<file path="src/rtl/tmr_pkg.sv">
package tmr_pkg;
  localparam int N_DIV    = 4;          // number of prescaler taps
  localparam int NUM_SRC  = N_DIV + 1;  // taps plus external tick
  localparam int SEL_W    = 3;
  localparam int CTL_IEN  = 5;
  localparam int CTL_FLAG = 8;
  localparam int REG_PER_CH = 5;
  localparam int OFS_CST_HI = 0;
  localparam int OFS_CST_LO = 1;
  localparam int OFS_CNT_HI = 2;
  localparam int OFS_CNT_LO = 3;
  localparam int OFS_CTL    = 4;
endpackage

</file>
<file path="src/rtl/tmr_prescaler.sv">
module tmr_prescaler
  import tmr_pkg::*;
#(
  parameter int NDIV = N_DIV,
  localparam int PRE_W = 2 * NDIV
) (
  input  logic          clk,
  input  logic          rst,
  input  logic          ext_tick,
  output logic [NDIV:0] taps_o
);
  logic [PRE_W-1:0] pre_q;
  logic [2:0]       sync_q;
  logic [NDIV:0]    taps_d;

  always_ff @(posedge clk) begin
    if (rst) begin
      pre_q  <= '0;
      sync_q <= '0;
      taps_o <= '0;
    end else begin
      pre_q  <= pre_q + 1'b1;
      sync_q <= {sync_q[1:0], ext_tick};
      taps_o <= taps_d;
    end
  end

  // Tap k pulses once every 4^(k+1) clocks: all low 2k+2 bits set.
  for (genvar k = 0; k < NDIV; k++) begin : g_tap
    assign taps_d[k] = &pre_q[2*k+1:0];
  end

  // Rising edge of the synchronized tick.
  assign taps_d[NDIV] = sync_q[1] & ~sync_q[2];
endmodule

</file>
<file path="src/rtl/tmr_snap.sv">
module tmr_snap #(
  parameter int CNT_W = 32,
  localparam int HW = CNT_W / 2
) (
  input  logic             clk,
  input  logic             rst,
  input  logic [CNT_W-1:0] cnt,
  input  logic             rd_hi,
  input  logic             rd_lo,
  output logic [HW-1:0]    half_o
);
  logic [CNT_W-1:0] snap_q;
  logic             pend_q;
  logic             pend_hi_q;   // 1: high half was read first
  logic             use_hi;
  logic             use_lo;

  assign use_hi = rd_hi & pend_q & ~pend_hi_q;
  assign use_lo = rd_lo & pend_q &  pend_hi_q;

  always_comb begin
    half_o = '0;
    if (use_hi)     half_o = snap_q[CNT_W-1:HW];
    else if (use_lo) half_o = snap_q[HW-1:0];
    else if (rd_hi) half_o = cnt[CNT_W-1:HW];
    else if (rd_lo) half_o = cnt[HW-1:0];
  end

  always_ff @(posedge clk) begin
    if (rst) begin
      snap_q    <= '0;
      pend_q    <= 1'b0;
      pend_hi_q <= 1'b0;
    end else if (use_hi || use_lo) begin
      pend_q <= 1'b0;
    end else if (rd_hi || rd_lo) begin
      snap_q    <= cnt;
      pend_q    <= 1'b1;
      pend_hi_q <= rd_hi;
    end
  end
endmodule

</file>
<file path="src/rtl/tmr_channel.sv">
module tmr_channel
  import tmr_pkg::*;
#(
  parameter int CNT_W = 32,
  localparam int HW = CNT_W / 2
) (
  input  logic             clk,
  input  logic             rst,
  input  logic             start,
  input  logic             tick,
  input  logic             wr_cst_hi,
  input  logic             wr_cst_lo,
  input  logic             wr_cnt_hi,
  input  logic             wr_cnt_lo,
  input  logic             wr_ctl,
  input  logic [HW-1:0]    wdata,
  output logic [CNT_W-1:0] cst_o,
  output logic [CNT_W-1:0] cnt_o,
  output logic [SEL_W-1:0] sel_o,
  output logic             ien_o,
  output logic             flag_o,
  output logic             irq_o
);
  logic step;
  logic uflow;

  assign step  = start & tick & ~(wr_cnt_hi | wr_cnt_lo);
  assign uflow = step & (cnt_o == '0);

  always_ff @(posedge clk) begin
    if (rst) begin
      cst_o  <= '0;
      cnt_o  <= '0;
      sel_o  <= '0;
      ien_o  <= 1'b0;
      flag_o <= 1'b0;
      irq_o  <= 1'b0;
    end else begin
      if (wr_cst_hi) cst_o[CNT_W-1:HW] <= wdata;
      if (wr_cst_lo) cst_o[HW-1:0]     <= wdata;
      if (wr_cnt_hi) cnt_o[CNT_W-1:HW] <= wdata;
      if (wr_cnt_lo) cnt_o[HW-1:0]     <= wdata;
      if (uflow)     cnt_o <= cst_o;
      else if (step) cnt_o <= cnt_o - 1'b1;
      if (wr_ctl) begin
        sel_o <= wdata[SEL_W-1:0];
        ien_o <= wdata[CTL_IEN];
        if (!wdata[CTL_FLAG]) flag_o <= 1'b0;
      end
      if (uflow) flag_o <= 1'b1;
      irq_o <= flag_o & ien_o;
    end
  end
endmodule

</file>
<file path="src/rtl/tick_timer_unit.sv">
module tick_timer_unit
  import tmr_pkg::*;
#(
  parameter int NUM_CH = 3,
  parameter int CNT_W  = 32,
  parameter int ADDR_W = 5,
  localparam int BUS_W = CNT_W / 2
) (
  input  logic              clk,
  input  logic              rst,
  input  logic              ext_tick,
  input  logic              bus_sel,
  input  logic              bus_wr,
  input  logic [ADDR_W-1:0] bus_addr,
  input  logic [BUS_W-1:0]  bus_wdata,
  output logic [BUS_W-1:0]  bus_rdata,
  output logic [NUM_CH-1:0] irq
);
  logic [NUM_CH-1:0]             start_q;
  logic [NUM_SRC-1:0]            taps;
  logic [NUM_CH-1:0][CNT_W-1:0]  cnt_a;
  logic [NUM_CH-1:0][CNT_W-1:0]  cst_a;
  logic [NUM_CH-1:0][SEL_W-1:0]  sel_a;
  logic [NUM_CH-1:0]             ien_a;
  logic [NUM_CH-1:0]             flag_a;
  logic [NUM_CH-1:0]             en_a;
  logic [NUM_CH-1:0]             cnt_wr_a;
  logic [NUM_CH-1:0][BUS_W-1:0]  half_a;
  logic [BUS_W-1:0]              rd_word;
  logic                          wr_acc;
  logic                          rd_acc;

  assign wr_acc = bus_sel &  bus_wr;
  assign rd_acc = bus_sel & ~bus_wr;

  tmr_prescaler #(.NDIV(N_DIV)) pre_i (
    .clk(clk), .rst(rst), .ext_tick(ext_tick), .taps_o(taps)
  );

  for (genvar c = 0; c < NUM_CH; c++) begin : g_ch
    localparam int BASE = 1 + c * REG_PER_CH;
    logic hit_cst_hi, hit_cst_lo, hit_cnt_hi, hit_cnt_lo, hit_ctl;

    assign hit_cst_hi = bus_addr == ADDR_W'(BASE + OFS_CST_HI);
    assign hit_cst_lo = bus_addr == ADDR_W'(BASE + OFS_CST_LO);
    assign hit_cnt_hi = bus_addr == ADDR_W'(BASE + OFS_CNT_HI);
    assign hit_cnt_lo = bus_addr == ADDR_W'(BASE + OFS_CNT_LO);
    assign hit_ctl    = bus_addr == ADDR_W'(BASE + OFS_CTL);
    assign cnt_wr_a[c] = wr_acc & (hit_cnt_hi | hit_cnt_lo);

    always_comb begin
      en_a[c] = 1'b0;
      for (int s = 0; s < NUM_SRC; s++)
        if (sel_a[c] == SEL_W'(s)) en_a[c] = taps[s];
    end

    tmr_channel #(.CNT_W(CNT_W)) ch_i (
      .clk(clk), .rst(rst), .start(start_q[c]), .tick(en_a[c]),
      .wr_cst_hi(wr_acc & hit_cst_hi), .wr_cst_lo(wr_acc & hit_cst_lo),
      .wr_cnt_hi(wr_acc & hit_cnt_hi), .wr_cnt_lo(wr_acc & hit_cnt_lo),
      .wr_ctl(wr_acc & hit_ctl), .wdata(bus_wdata),
      .cst_o(cst_a[c]), .cnt_o(cnt_a[c]), .sel_o(sel_a[c]),
      .ien_o(ien_a[c]), .flag_o(flag_a[c]), .irq_o(irq[c])
    );

    tmr_snap #(.CNT_W(CNT_W)) snap_i (
      .clk(clk), .rst(rst), .cnt(cnt_a[c]),
      .rd_hi(rd_acc & hit_cnt_hi), .rd_lo(rd_acc & hit_cnt_lo),
      .half_o(half_a[c])
    );
  end

  always_comb begin
    rd_word = '0;
    if (bus_addr == '0) rd_word = BUS_W'(start_q);
    for (int c = 0; c < NUM_CH; c++) begin
      if (bus_addr == ADDR_W'(1 + c*REG_PER_CH + OFS_CST_HI)) rd_word = cst_a[c][CNT_W-1:BUS_W];
      if (bus_addr == ADDR_W'(1 + c*REG_PER_CH + OFS_CST_LO)) rd_word = cst_a[c][BUS_W-1:0];
      if (bus_addr == ADDR_W'(1 + c*REG_PER_CH + OFS_CNT_HI)) rd_word = half_a[c];
      if (bus_addr == ADDR_W'(1 + c*REG_PER_CH + OFS_CNT_LO)) rd_word = half_a[c];
      if (bus_addr == ADDR_W'(1 + c*REG_PER_CH + OFS_CTL)) begin
        rd_word = '0;
        rd_word[SEL_W-1:0] = sel_a[c];
        rd_word[CTL_IEN]   = ien_a[c];
        rd_word[CTL_FLAG]  = flag_a[c];
      end
    end
  end

  always_ff @(posedge clk) begin
    if (rst) begin
      start_q   <= '0;
      bus_rdata <= '0;
    end else begin
      if (wr_acc && bus_addr == '0) start_q <= bus_wdata[NUM_CH-1:0];
      if (rd_acc) bus_rdata <= rd_word;
    end
  end
endmodule

</file>
<file path="config.mk">
export PLATFORM = sky130hd
export DESIGN_NAME = tick_timer_unit
export DESIGN_NICKNAME = d
export VERILOG_FILES = /design/src/rtl/tmr_pkg.sv /design/src/rtl/tmr_prescaler.sv /design/src/rtl/tmr_snap.sv /design/src/rtl/tmr_channel.sv /design/src/rtl/tick_timer_unit.sv
export SDC_FILE = /design/constraint.sdc
export NUM_CORES = 1
export LEC_CHECK = 0
export ABC_AREA = 1
export BUFFER_PORTS_ARGS = -buffer_cell sky130_fd_sc_hd__buf_4
export CELL_PAD_IN_SITES_DETAIL_PLACEMENT = 1
export CELL_PAD_IN_SITES_GLOBAL_PLACEMENT = 2
export CORE_UTILIZATION = 37
export CTS_BUF_LIST = sky130_fd_sc_hd__clkbuf_2
export DETAILED_ROUTE_END_ITERATION = 7
export GPL_TIMING_DRIVEN = 0
export HOLD_SLACK_MARGIN = 0.12
export PLACE_DENSITY = 0.87
export SETUP_SLACK_MARGIN = 0.05
export SLEW_MARGIN = 10
export SYNTH_ARGS = -nofsm -noshare
export SYNTH_HDL_FRONTEND = slang
export SYNTH_SLANG_ARGS = --single-unit
export TNS_END_PERCENT = 100
</file>
<file path="constraint.sdc">
create_clock -name clk -period 2.4 [get_ports clk]
set_input_delay 0.48 -clock clk [delete_from_list [all_inputs] [get_ports clk]]
set_output_delay 0.48 -clock clk [all_outputs]
set_load 0.005 [all_outputs]
</file>
After elaboration in Yosys (flattened, before gate mapping)
Index checks and enable logic that the tools add are counted.
{ "op_classes": {"n_eq_ne": 30, "addsub": 4, "mux": 62, "bitwise_logic": 62, "reduce_logical": 36} }
{ "op_table": {"columns": ["operator", "count"], "rows": [
  ["2-to-1 mux 16 bit", 33],
  ["2-to-1 mux 32 bit", 6],
  ["logical NOT 32 bit", 3],
  ["subtractor 32 x 1 -> 32 bit, second input constant", 3],
  ["bitwise AND 1 bit", 48],
  ["== test 5 x 4 -> 1 bit, second input constant", 8],
  ["2-to-1 mux 1 bit", 22],
  ["== test 5 x 3 -> 1 bit, second input constant", 4],
  ["== test 3 x 2 -> 1 bit, second input constant", 6],
  ["nonzero test 3 bit", 6],
  ["AND reduction 2 bit", 7],
  ["NOT 1 bit", 11],
  ["== test 5 x 2 -> 1 bit, second input constant", 2],
  ["== test 3 x 1 -> 1 bit, second input constant", 3],
  ["== test 3 bit, second input constant", 3],
  ["logical NOT 3 bit", 3],
  ["adder 8 x 1 -> 8 bit, second input constant", 1],
  ["AND reduction 8 bit", 1],
  ["logical OR 1 bit", 6],
  ["inequality test 2 x 1 -> 1 bit, second input constant", 3],
  ["AND reduction 6 bit", 1],
  ["nonzero test 2 bit", 3],
  ["OR reduction 2 bit", 3],
  ["== test 5 x 1 -> 1 bit, second input constant", 1],
  ["other kinds (5)", 7]
]} }
{ "word_totals": {"register_bits": 347, "output_inout_bits": 19, "wordCells": 232} }

Depth between registers and ports, before layout
Gate-level depths: netlist of the first run.
{ "logic_depth": {"depth_word": 20, "depth_mapped": 18} }

Modules after synthesis
Synthesis of the first run repeated with hierarchy kept, for this count alone.
{ "unflattened": {"cells_unflattened": 3612, "hier_area_um2": 21365.5} }
{ "by_module_without_submodules": {"columns": ["mod", "instances", "area_per_inst_um2", "seq_area_each_um2", "cells_each"], "rows": [
  ["tmr_channel at g_ch[1].ch_i ...", 2, 4101.4, 1401.3, 682],
  ["tmr_snap", 3, 1979.4, 680.7, 340],
  ["tmr_channel at g_ch[0].ch_i", 1, 4152.7, 1401.3, 679],
  ["tick_timer_unit", 1, 2528.7, 380.4, 483],
  ["tmr_prescaler", 1, 543.0, 320.3, 66]
]} }

Worst setup path after synthesis of the first run
No wires, ideal clock.
{ "synth_path": {"path_type": "reg-to-reg", "from": "register g_ch[2].ch_i.cnt_o[0]", "to": "register g_ch[2].ch_i.cnt_o[31]", "path_slack_ns": 0.362, "stages_incl_launch_ff": 18, "arrival_ns": 1.921, "n_path_buf": 2, "synth_period_minus_slack_ns": 2.038, "required_ns": 2.283, "path_cell_list": "dfxtp_1 > inv_1 > ha_1 > nand2_1 > nor2_2 > nand2_1 > inv_2 > nand4_2 > nor2_2 > nand2_1 > nor2_1 > nand2_1 > nand2_2 > inv_2 > buf_6 > buf_2 > a21oi_1 > nor2_1"} }
{ "synth_between": {"elab_chain_cells": 3} }
{ "synth_lines": {"columns": ["item", "line", "source"], "rows": [
  ["from (decl)", "tmr_channel.sv:18", "output logic [CNT_W-1:0] cnt_o,"],
  ["from (signal, indexed assignment)", "tmr_channel.sv:41", "if (wr_cnt_hi) cnt_o[CNT_W-1:HW] <= wdata;"],
  ["from (signal, indexed assignment)", "tmr_channel.sv:42", "if (wr_cnt_lo) cnt_o[HW-1:0] <= wdata;"],
  ["from (signal assigned)", "tmr_channel.sv:43", "if (uflow) cnt_o <= cst_o;"],
  ["subtractor 32 x 1 -> 32 bit or logical NOT 32 bit (tied branches)", "tmr_channel.sv:44, tmr_channel.sv:28", null],
  ["2-to-1 mux 32 bit or bitwise AND 1 bit (tied branches)", "tmr_channel.sv:44, tmr_channel.sv:28", null],
  ["2-to-1 mux 32 bit or nonzero test 3 bit (tied branches)", null, null]
]} }
Several ways; a longest one is shown, not always the timed one.
A chain may end at the register's enable or synchronous reset.

Worst setup path in the final report of the first run
{ "layout_path": {"from": "input bus_addr[4]", "to": "register bus_rdata[9]"} }
{ "layout_between": {"elab_chain_cells": 19} }
{ "layout_lines": {"columns": ["item", "line", "source"], "rows": [
  ["from (decl)", "tick_timer_unit.sv:14", "input logic [ADDR_W-1:0] bus_addr,"],
  ["== test 5 x 3 -> 1 bit", "tick_timer_unit.sv:47, tick_timer_unit.sv:80", null],
  ["bitwise AND 1 bit", "tick_timer_unit.sv:68", ".rd_hi(rd_acc & hit_cnt_hi), .rd_lo(rd_acc & hit_cnt_lo),"],
  ["2-to-1 mux 16 bit or bitwise AND 1 bit (tied branches)", "tmr_snap.sv:26, tmr_snap.sv:19", null],
  ["2-to-1 mux 16 bit or bitwise AND 1 bit (tied branches)", "tmr_snap.sv:25, tmr_snap.sv:19", null],
  ["2-to-1 mux 16 bit", "tmr_snap.sv:24", "else if (use_lo) half_o = snap_q[HW-1:0];"],
  ["2-to-1 mux 16 bit", "tmr_snap.sv:23", "if (use_hi) half_o = snap_q[CNT_W-1:HW];"],
  ["2-to-1 mux 16 bit", "tick_timer_unit.sv:79", "if (bus_addr == ADDR_W'(1 + c*REG_PER_CH + OFS_CNT_HI)) rd_word = half_a[c];"],
  ["2-to-1 mux 16 bit", "tick_timer_unit.sv:80", "if (bus_addr == ADDR_W'(1 + c*REG_PER_CH + OFS_CNT_LO)) rd_word = half_a[c];"],
  ["[3 not listed]", null, null],
  ["2-to-1 mux 16 bit", "tick_timer_unit.sv:79", null],
  ["2-to-1 mux 16 bit", "tick_timer_unit.sv:80", null],
  ["2-to-1 mux 16 bit", "tick_timer_unit.sv:81", "if (bus_addr == ADDR_W'(1 + c*REG_PER_CH + OFS_CTL)) begin"],
  ["2-to-1 mux 16 bit", "tick_timer_unit.sv:77", "if (bus_addr == ADDR_W'(1 + c*REG_PER_CH + OFS_CST_HI)) rd_word = cst_a[c][CNT_W-1:BUS_W];"],
  ["2-to-1 mux 16 bit", "tick_timer_unit.sv:78", "if (bus_addr == ADDR_W'(1 + c*REG_PER_CH + OFS_CST_LO)) rd_word = cst_a[c][BUS_W-1:0];"],
  ["2-to-1 mux 16 bit", "tick_timer_unit.sv:79", null],
  ["2-to-1 mux 16 bit", "tick_timer_unit.sv:80", null],
  ["2-to-1 mux 16 bit (*)", "tick_timer_unit.sv:81", null],
  ["to (signal assigned)", "tick_timer_unit.sv:96", "if (rd_acc) bus_rdata <= rd_word;"],
  ["to (decl)", "tick_timer_unit.sv:16", "output logic [BUS_W-1:0] bus_rdata,"]
]} }
Mark *: on every way between the ends. The rest lies on a longest branch, timed or not.

==> impl_metrics.yaml, run 1 <==
outcome:
  outcome: "complete, but fails checks"
  violations: "negative setup slack"
drt:
  detail-route-antenna-nets: 0
  first_pass_iters: 6
  route.detailed.drc: 0
  routed_wirelength_mm: 98.8
  routed_wire_length_per_instance_um: 26.0
  route.detailed.vias_per_inst: 5.84
  routed-via-count: 22197
  first_iter_violations: 2119
sta:
  worst_slew_pin_slew_ns: 1.37
  grt_setup_unrepaired: "true"
  clock_skew_ns: 0.0656
  final.setup.worst_slack_ns: -0.0656
  setup_violations: 1
  fmaxAchievable_ghz: 0.406
  period_minus_slack_ns: 2.47
  final_cycle_utilization_of_the_critical_path_pct: 103
  final_hold_viol_count: 0
  slew_headroom_pct: 8.59
  finalMaxSlewViolations: 0
die:
  floorplan_die_area_um2: 51800
  fp.dieW_um: 228
  die_ht_um: 228
  initial_utilization_pct: 37.5
  core_area_um2: 50200
  placement_rows: 82
  top_level_ports: 45
clock_network:
  tritoncts: "done"
  htreeDepth: 3
  clk_pin_slew_ns: 0.11
  cts_buffer_depth: 3
  cts_num_sinks: 347
  insertion_delay_ns: 1.21
  inserted_clock_buffers: 100
  root_buffer: "clkbuf_2"
yosys:
  synth-edff-count: 0
  synth_top_area_cell: "dfxtp_1"
  synth_seq_area_share_pct: 36.9
  synth.ff_latch_count: 347
  top_area_cell_type_share_of_the_netlist_area_pct: 36.9
  synth_flop_cell: "dfxtp_1"
  synth_area_um2: 18800
  synth_fp_nets: 2845
  postSynthAreaPerCell_um2: 6.69
  yosys_warnings: 0
  yosysUniqueCellTypes: 56
  post_synth_main_area_contributors: "dfxtp_1, nand2_1, a21oi_1, o21ai_0, nand3_1"
  syn_inst: 2815
  postSynth.asyncResetShare_pct: 0
worst_hold_path:
  whs_path_depth: 3
  min_delay_worst_endpoint: "g_ch[0].snap_i.snap_q[5]$_SDFFE_PP0P_"
  hp-class: "primary input to flop"
  min_from: "rst"
worst_setup_path:
  path_class: "primary input to flop"
  critPathMaxFanout: 10
  setup.worst_path.end_class: "flop"
  reg2reg_slack_ns: 0.06
  r2r_end: "g_ch[2].ch_i.cnt_o[26]$_SDFFE_PP0P_"
  critPathArrivalTime_ns: 3.49
  start_kind: "primary input"
  reg2reg_from: "g_ch[2].ch_i.cnt_o[0]$_SDFFE_PP0P_"
  worst_r2r_path_depth: 17
  worstPathRequired_ns: 3.43
global_route:
  global_route_wire_length_before_repair_mm: 143
  grt_start_max_net_pins: 15
  grt_overflow_total: 0
  grt_antenna_before_repair: 9
  global_route.usage.total_pct: 38.0
  number_of_global_route_vias_before_repair: 21912
placed_design:
  portBuffers: 34
  finalWeightedCongestion: 0.984
  placed_cells_incl_taps: 3521
  total_half_perimeter_wirelength_after_legalization_and_detailed_placement_mm: 75.0
power:
  vdd_ir_drop_max_v: 0.000318
  power_per_cell_area_nw_per_um2: 539
  static-leakage-power_nw: 9.06
cells_and_area:
  drive_above_1_share_pct: 17.0
  layout_commonest_cell: "nand2_1"
  fillers: 6604
  num-nets-final: 3070
  mostFrequentLayoutCells: "nand2_1, a21oi_1, dfxtp_1"
  finalCoreUtilization_pct: 44.4
  area_growth_pct: 18.3
  post_layout_nonfiller_instances: 3800
flow_run:
  max_cap_violations: 0
==> worst max path at each step <==
stage / startpoint / to / slack (ns) / depth (start not counted)
final: bus_addr[4] / bus_rdata[9]$_SDFFE_PP0P_ / -0.07 / 15
after global routing: g_ch[1].ch_i.cnt_o[0]$_SDFFE_PP0P_ / g_ch[1].ch_i.cnt_o[26]$_SDFFE_PP0P_ / -0.03 / 12
after CTS: g_ch[2].ch_i.cnt_o[0]$_SDFFE_PP0P_ / g_ch[2].ch_i.cnt_o[26]$_SDFFE_PP0P_ / 0.005 / 17
after detailed placement: bus_wr / bus_rdata[4]$_SDFFE_PP0P_ / -0.84 / 16
after global placement: bus_wr / bus_rdata[4]$_SDFFE_PP0P_ / -0.77 / 16
after floorplan: g_ch[2].ch_i.cnt_o[0]$_SDFFE_PP0P_ / g_ch[2].ch_i.cnt_o[31]$_SDFFE_PP0P_ / 0.36 / 17
==> metal layers <==
metal	share of wire (%)	GRT usage (%)	routed length [um]	up-vias
met1	43	50.5	42300	10911
li1	-	-	-	9986
met5	0	0	0	-
met2	44	58.7	43100	1036
met4	5.3	19.1	5200	0
met3	8.2	7.38	8120	264
==> Yosys cell counts (4+ instances only) <==
| master | instances |
|---|---|
| nand2_1 | 587 |
| dfxtp_1 | 347 |
| a21oi_1 | 327 |
| o21ai_0 | 317 |
| inv_1 | 258 |
| nand3_1 | 206 |
| nor2_1 | 200 |
| clkbuf_1 | 107 |
| buf_2 | 46 |
| xor2_1 | 46 |
| o211ai_1 | 44 |
| a41oi_1 | 39 |
| o22ai_1 | 36 |
| inv_2 | 29 |
| nor2_2 | 25 |
| o21ai_1 | 22 |
| nand4_1 | 20 |
| nor3_1 | 17 |
| a31oi_1 | 16 |
| nor4_1 | 12 |
| nand2_2 | 11 |
| buf_4 | 10 |
| xnor2_1 | 10 |
| or2_2 | 7 |
| a211oi_1 | 6 |
| buf_6 | 6 |
| nor2_4 | 6 |
| o221ai_1 | 6 |
| buf_1 | 4 |
| clkinv_1 | 4 |
| ha_1 | 4 |
==> metrics by stage <==
stage	setup TNS (ns)	total power [W]	instance area, um2	hold slack (ns)	setup slack, ns
4_1_cts	0	0.0120	21500	0.120	0.00502
6_report	-0.0656	0.0120	22300	0.186	-0.0656
3_5_place_dp	-92.17	0.00714	19900	0.384	-0.841
5_1_grt	-0.0535	0.0125	22200	0.150	-0.0277
3_3_place_gp	-78.05	0.00712	19900	0.382	-0.770
2_1_floorplan	0	0.00663	18800	0.373	0.362
==> logic make-up after synthesis <==
| kind of cell | synth area share (%) |
|---|---|
| adders and majority gates | 0.266 |
| buffers and inverters | 10.1 |
| and+or+nand+nor | 25.8 |
| AOI/OAI and AO/OA | 24.3 |
| xor gates and xnor gates | 2.61 |
| DFF | 36.9 |
==> where the power goes <==
group | switching, W | internal (W) | leakage, nW | total (W)
Clock | 0.00298 | 0.00183 | 0.701 | 0.00482
Combinational | 0.000941 | 0.000389 | 5.54 | 0.00133
Sequential | 0.0000598 | 0.00580 | 2.82 | 0.00586
Total | 0.00399 | 0.00802 | 9.06 | 0.0120
==> cell type report <==
type	instances	area [um2]	area share, %
inverters	292	1130	5.08
diodes	7	17.5	0.0787
clock inverters	41	230	1.03
repair buffers	128	1070	4.80
clock buffers	142	711	3.19
well taps	672	841	3.78
flip-flops and latches	347	7010	31.5
multi-input cells	2001	10400	46.8
plain buffers	170	823	3.70
==> registers in the layout (all words and copies together) (netlist names) <==
register               flops
pre_i.taps_o               5
pre_i.sync_q               3
g_ch.snap_i.pend_hi_q      3
g_ch.ch_i.cnt_o           96
g_ch.ch_i.cst_o           96
g_ch.snap_i.pend_q         3
g_ch.ch_i.sel_o            9
bus_rdata                 16
g_ch.ch_i.ien_o            3
g_ch.ch_i.flag_o           3
start_q                    3
g_ch.ch_i.irq_o            3
pre_i.pre_q                8
g_ch.snap_i.snap_q        96
==> critical path, cell delays in order <==
cell and delay, ns:
buf_4 0.14, inv_2 0.09, dlygate4sd3_1 0.60, nand2_1 0.09
nor2_1 0.21, inv_1 0.12, clkbuf_1 0.29, o21ai_1 0.53
nand3_1 0.15, o21ai_0 0.22, nand2_1 0.12, nand2_1 0.17
nand2_1 0.08, nand2_1 0.09, a21oi_1 0.07
==> timing repair <==
action	in CTS	in global routing
setup buffers	14	39
gates cloned	0	0
gates resized for setup	65	142
endpoints found under the setup margin	103	109
endpoints found under the hold margin	165	2
hold buffers	38	3
pin swaps	11	31
Power figures use the tool's default switching activity.
==> run 2: changes to the inputs <==
- clock period: 2.4 -> 2.6 ns (I/O delays scaled with it)
==> run 2 against run 1 <==
The run now ends clean. Combinational power shrank 11%. Register-to-register slack improved by 0.02 ns. Sequential power fell by 7.7%. Sequential share of layout area increased by 0.83 points. Routed wire length decreased by 0.97%. Design area down 3.3%. Clock skew grew 0.0055 ns. Die area did not move. First-iteration DRC count shrank 1.5%. Largest power group unchanged.
==> impl_metrics.yaml, run 2 (synthesis gave the netlist of run 1 again) <==
die:
  placement_rows: 82
  die_ht_um: 228
  initial_utilization_pct: 37.5
  top_level_ports: 45
  core_area_um2: 50200
  floorplan_die_area_um2: 51800
  fp.dieW_um: 228
cells_and_area:
  area_growth_pct: 14.3
  layout_commonest_cell: "nand2_1"
  num-nets-final: 3021
  fillers: 6643
  mostFrequentLayoutCells: "nand2_1, dfxtp_1, a21oi_1"
  final_design_area_no_fill_um2: 21500
  largestRegisters: "g_ch.ch_i.cnt_o: 96 flops, g_ch.ch_i.cst_o: 96 flops, g_ch.snap_i.snap_q: 96 flops"
  drive_above_1_share_pct: 13.4
power:
  power_frac_clock_pct: 40.3
  static-leakage-power_nw: 8.71
  switchingPower_w: 0.00366
  internal_cell_power_w: 0.00737
  fin_total_pwr_w: 0.0110
  net_switching_share_of_the_total_power_pct: 33.2
  vdd_ir_drop_max_v: 0.000291
  comb_power_share_pct: 10.6
  power_per_cell_area_nw_per_um2: 513
  power_frac_seq_pct: 49.0
global_route:
  gr-usage-met2_pct: 58.1
  grt_antenna_before_repair: 7
  global_route_wire_length_before_repair_mm: 142
  top_usage_layer: "met2"
  use_met3_pct: 6.98
  global_route.usage.total_pct: 37.8
  met1_usage_pct: 50.5
  number_of_global_route_vias_before_repair: 21791
  grt_start_max_net_pins: 15
  grt_overflow_total: 0
sta:
  setup_violations: 0
  clock_skew_ns: 0.0711
  final_cycle_utilization_of_the_critical_path_pct: 99.6
  worst_slew_pin_slew_ns: 1.36
  finalMaxSlewViolations: 0
  slew_headroom_pct: 9.20
  grt_setup_unrepaired: "true"
  final.setup.worst_slack_ns: 0.0115
  final_hold_viol_count: 0
  period_minus_slack_ns: 2.59
  fmaxAchievable_ghz: 0.386
outcome:
  outcome: "completed"
clock_network:
  inserted_clock_buffers: 100
  htreeDepth: 3
  cts_buffer_depth: 3
  tritoncts: "done"
  clk_pin_slew_ns: 0.11
  cts_num_sinks: 347
  root_buffer: "clkbuf_2"
  insertion_delay_ns: 1.18
worst_setup_path:
  start_kind: "primary input"
  worstPathRequired_ns: 3.67
  crit_start: "bus_addr[2]"
  cp-endpoint: "bus_rdata[9]$_SDFFE_PP0P_"
  r2r_end: "bus_rdata[9]$_SDFFE_PP0P_"
  reg2reg_slack_ns: 0.08
  path_class: "primary input to flop"
  critPathArrivalTime_ns: 3.66
  setup.worst_path.end_class: "flop"
  critPathMaxFanout: 7
  reg2reg_from: "g_ch[0].snap_i.pend_hi_q$_SDFFE_PP0P_"
  worst_r2r_path_depth: 14
drt:
  first_pass_iters: 6
  detail-route-antenna-nets: 0
  route.detailed.drc: 0
  first_iter_violations: 2087
  route.detailed.vias_per_inst: 5.84
  routed-via-count: 21870
  routed_wirelength_mm: 97.8
  routed_wire_length_per_instance_um: 26.1
flow_run:
  max_cap_violations: 0
placed_design:
  dp_worst_setup_slack_ns: -0.681
  total_half_perimeter_wirelength_after_legalization_and_detailed_placement_mm: 75.0
  finalWeightedCongestion: 0.984
  portBuffers: 34
  dpl_cell_area_um2: 19900
worst_hold_path:
  hp-class: "primary input to flop"
run 2: cell types whose count changed in the layout (fill, tap and decap cells not counted), moves of 5 or more:
cell,previous run,this run
nor2_4,28,20
inv_1,248,256
dfxtp_2,38,5
nand2_2,22,17
dfxtp_1,305,342
buf_4,96,58
clkbuf_4,7,2
nor2_1,177,189
dlygate4sd3_1,39,29
inv_4,7,1
nand2_1,572,579
run 2: stage by stage:
stage | util (%) | std cells | setup TNS [ns] | hold slack (ns)
5_1_grt | 42.9 | 3745 | 0 | 0.181
4_1_cts | 42.3 | 3737 | 0 | 0.121
3_3_place_gp | 39.7 | 3521 | -40.69 | 0.382
3_5_place_dp | 39.7 | 3521 | -50.46 | 0.384
2_1_floorplan | - | 2815 | 0 | 0.373
6_report | 42.9 | 3747 | 0 | 0.238
run 2: cell type report:
type | instances | area (um2) | share of cell area, %
sequential | 347 | 6950 | 32.3
multi-input combinational | 2001 | 10200 | 47.4
inverter | 292 | 1110 | 5.15
buffer | 172 | 805 | 3.74
antenna | 3 | 7.51 | 0.0349
clock inverter | 41 | 230 | 1.07
clock buffer | 142 | 711 | 3.30
tap | 672 | 841 | 3.91
timing repair buffer | 77 | 663 | 3.08
run 2: timing repair:
item                                    4_1_cts  5_1_grt
hold buffers                                 28        1
resized for setup                            19       64
endpoints found under the hold margin       145        1
buffers inserted                              5        9
pin swaps                                     5       11
endpoints found under the setup margin       46       82
run 2: worst max-delay path: stages:
cell and delay (ns):
dlygate4sd3_1 0.54, buf_4 0.17, nor2_1 0.18, nand2_1 0.11, inv_1 0.09, dlygate4sd3_1 0.59
nand3_2 0.19, o221ai_1 0.27, nand2_1 0.09, nand3_1 0.08, o21ai_0 0.21, nand2_1 0.14
nand2_1 0.13, nand2_1 0.10, nand2_1 0.07, a21oi_1 0.15
run 2: how the worst min path moves through the flow:
stage / start / endpoint / slack, ns / cells after the start
after CTS: bus_wr / g_ch[0].snap_i.pend_q$_SDFFE_PP0P_ / 0.12 / 5
after detailed placement: pre_i.sync_q[2]$_SDFF_PP0_ / pre_i.taps_o[4]$_SDFF_PP0_ / 0.38 / 1
after global routing: bus_wdata[8] / g_ch[2].ch_i.cst_o[24]$_SDFFE_PP0P_ / 0.18 / 3
after floorplan: pre_i.sync_q[2]$_SDFF_PP0_ / pre_i.taps_o[4]$_SDFF_PP0_ / 0.37 / 1
final: rst / g_ch[0].snap_i.snap_q[5]$_SDFFE_PP0P_ / 0.24 / 3
after global placement: pre_i.sync_q[2]$_SDFF_PP0_ / pre_i.taps_o[4]$_SDFF_PP0_ / 0.38 / 1
run 2: metal layers:
layer  up-vias  routed length, um
li1       9888                  -
met1     10739              42300
met2       996              42500
met3       247               7830
met4         0               5190
met5         -                  0
run 2: power groups by stage:
stage                     clock (W)  combinational (W)  sequential, W
after floorplan                   0           0.000616        0.00550
after global placement            0            0.00104        0.00552
after detailed placement          0            0.00106        0.00553
after CTS                   0.00451            0.00111        0.00540
after global routing        0.00478            0.00124        0.00541
final                       0.00445            0.00118        0.00541
==> run 3: changes to the inputs <==
- clock period: 2.6 -> 2.56 ns (I/O delays scaled with it)
==> run 3 against run 2 <==
Clock-buffer cell count unchanged. Total power rose by 1.6%. First-iteration DRC count down 2.6%. Clock skew increased by 0.010 ns. Combinational power is essentially flat. Die area stayed put. Utilization grew 0.14 points. Non-clock buffer count is 3 higher. Design area up 0.33%. Critical path type unchanged. Largest power group unchanged. Highest routed layer unchanged.
==> impl_metrics.yaml, run 3 (synthesis gave the netlist of run 1 again) <==
outcome:
  outcome: "completed"
worst_setup_path:
  critPathMaxFanout: 10
  reg2reg_from: "g_ch[2].ch_i.cnt_o[1]$_SDFFE_PP0P_"
  worstPathBufferInverterCount: 5
  start_kind: "primary input"
  cp_cell_sequence: "dlygate4sd3_1 -> buf_4 -> nand2_1 -> inv_2 -> nand3_2 -> nand2_1 -> inv_2 -> buf_2 -> nand3_1 -> nand2_1 -> nand2_1 -> o21ai_1 -> nand3_1 -> nand2_1 -> nand2_1 -> nand2_1 -> a21oi_1"
  cpMaxStageDelayCell: "dlygate4sd3_1"
  cpLargestDelayFamily: "simple AND/OR/NAND/NOR gates"
  worstPathRequired_ns: 3.63
  setup.worst_path.end_class: "flop"
  path_class: "primary input to flop"
  critical_path.max_stage_delay_ns: 0.54
  worst-path-stages: 17
  critPathArrivalTime_ns: 3.60
  crit_start: "bus_addr[0]"
  critical-path-top-cell-by-count: "nand2_1"
  worst_r2r_path_depth: 17
sta:
  grt_setup_unrepaired: "true"
  final_cycle_utilization_of_the_critical_path_pct: 99.1
  hold_ws_ns: 0.211
  worst_slew_pin_slew_ns: 1.34
  clock_skew_ns: 0.0813
  finalMaxSlewViolations: 0
  setup_violations: 0
  period_minus_slack_ns: 2.54
  fmaxAchievable_ghz: 0.394
  fin_setup_tns_ns: 0
  slew_headroom_pct: 10.6
  final_hold_viol_count: 0
placed_design:
  finalWeightedCongestion: 0.984
  portBuffers: 34
  total_half_perimeter_wirelength_after_legalization_and_detailed_placement_mm: 75.0
  placed_cells_incl_taps: 3521
drt:
  detail-route-antenna-nets: 0
  routed_wire_length_per_instance_um: 26.0
  first_iter_violations: 2032
  first_pass_iters: 8
  routed-via-count: 21831
  routed_wirelength_mm: 97.7
  route.detailed.drc: 0
  route.detailed.vias_per_inst: 5.82
power:
  vdd_ir_drop_max_v: 0.000295
  switchingPower_w: 0.00373
  power_frac_seq_pct: 49.0
  static-leakage-power_nw: 8.74
  internal_cell_power_w: 0.00749
  power_per_cell_area_nw_per_um2: 520
  net_switching_share_of_the_total_power_pct: 33.2
  power_frac_clock_pct: 40.4
  comb_power_share_pct: 10.6
cells_and_area:
  largestRegisters: "g_ch.ch_i.cnt_o: 96 flops, g_ch.ch_i.cst_o: 96 flops, g_ch.snap_i.snap_q: 96 flops"
  area_growth_pct: 14.7
  fillers: 6651
  drive_above_1_share_pct: 14.0
  post_layout_nonfiller_instances: 3752
  layout_commonest_cell: "nand2_1"
  mostFrequentLayoutCells: "nand2_1, dfxtp_1, a21oi_1"
  num-nets-final: 3024
global_route:
  grt_overflow_total: 0
  grt_antenna_before_repair: 8
  number_of_global_route_vias_before_repair: 21750
  global_route.usage.total_pct: 37.8
  global_route_wire_length_before_repair_mm: 142
  grt_start_max_net_pins: 15
worst_hold_path:
  whs_path_depth: 3
  hp-class: "primary input to flop"
  min_from: "rst"
clock_network:
  tritoncts: "done"
  htreeDepth: 3
  cts_num_sinks: 347
  cts_buffer_depth: 3
  clk_pin_slew_ns: 0.11
  insertion_delay_ns: 1.20
  inserted_clock_buffers: 100
  root_buffer: "clkbuf_2"
die:
  placement_rows: 82
  floorplan_die_area_um2: 51800
  fp.dieW_um: 228
  top_level_ports: 45
  initial_utilization_pct: 37.5
  die_ht_um: 228
  core_area_um2: 50200
flow_run:
  max_cap_violations: 0
==> run 3: cell type report <==
class                   instances  area (um2)  area share, %
multi-input cells            2001       10200           47.4
flip-flops and latches        347        6960           32.2
inverters                     292        1110           5.14
well taps                     672         841           3.90
plain buffers                 172         825           3.82
clock buffers                 142         711           3.29
repair buffers                 80         671           3.11
clock inverters                41         230           1.07
diodes                          5        12.5         0.0580
==> run 3: tightest hold or removal path, stage by stage <==
cell	delay [ns]
clkbuf_1	0.17
clkbuf_1	0.45
a21oi_1	0.24
==> run 3: repair_timing <==
action / 4_1_cts / 5_1_grt
hold buffers: 28 / 0
setup endpoints to repair: 68 / 95
resized for setup: 23 / 85
hold endpoints to repair: 149 / 0
pin swaps: 4 / 11
setup buffers: 5 / 13
==> run 3: layer usage <==
layer	track usage [%]	vias up	share of wire (%)
met5	0	-	0
met4	18.9	0	5.4
met3	7.23	261	7.6
met2	58.3	935	44
met1	50.3	10742	43
li1	-	9893	-
==> run 3: power groups by stage <==
stage / Combinational [W] / Clock (W) / Sequential (W)
final: 0.00119 / 0.00453 / 0.00549
after global routing: 0.00126 / 0.00485 / 0.00550
after CTS: 0.00112 / 0.00458 / 0.00549
after floorplan: 0.000625 / 0 / 0.00559
after global placement: 0.00106 / 0 / 0.00561
after detailed placement: 0.00108 / 0 / 0.00561
==> run 3: final timing paths <==
| kind | to | slack, ns |
|---|---|---|
| max | bus_rdata[6]$_SDFFE_PP0P_ | 0.02 |
| min | g_ch[0].snap_i.snap_q[5]$_SDFFE_PP0P_ | 0.21 |
| max reg2reg | g_ch[2].ch_i.cnt_o[26]$_SDFFE_PP0P_ | 0.07 |
| min reg2reg | pre_i.taps_o[4]$_SDFF_PP0_ | 0.39 |
==> run 3: metrics by stage <==
stage / utilization (%) / instance area [um2] / total power, W / setup WS, ns
6_report: 43.0 / 21600 / 0.0112 / 0.0241
5_1_grt: 43.0 / 21600 / 0.0116 / -0.0166
4_1_cts: 42.3 / 21200 / 0.0112 / 0.0107
3_5_place_dp: 39.7 / 19900 / 0.00669 / -0.713
3_3_place_gp: 39.7 / 19900 / 0.00667 / -0.642
2_1_floorplan: - / 18800 / 0.00621 / 0.520
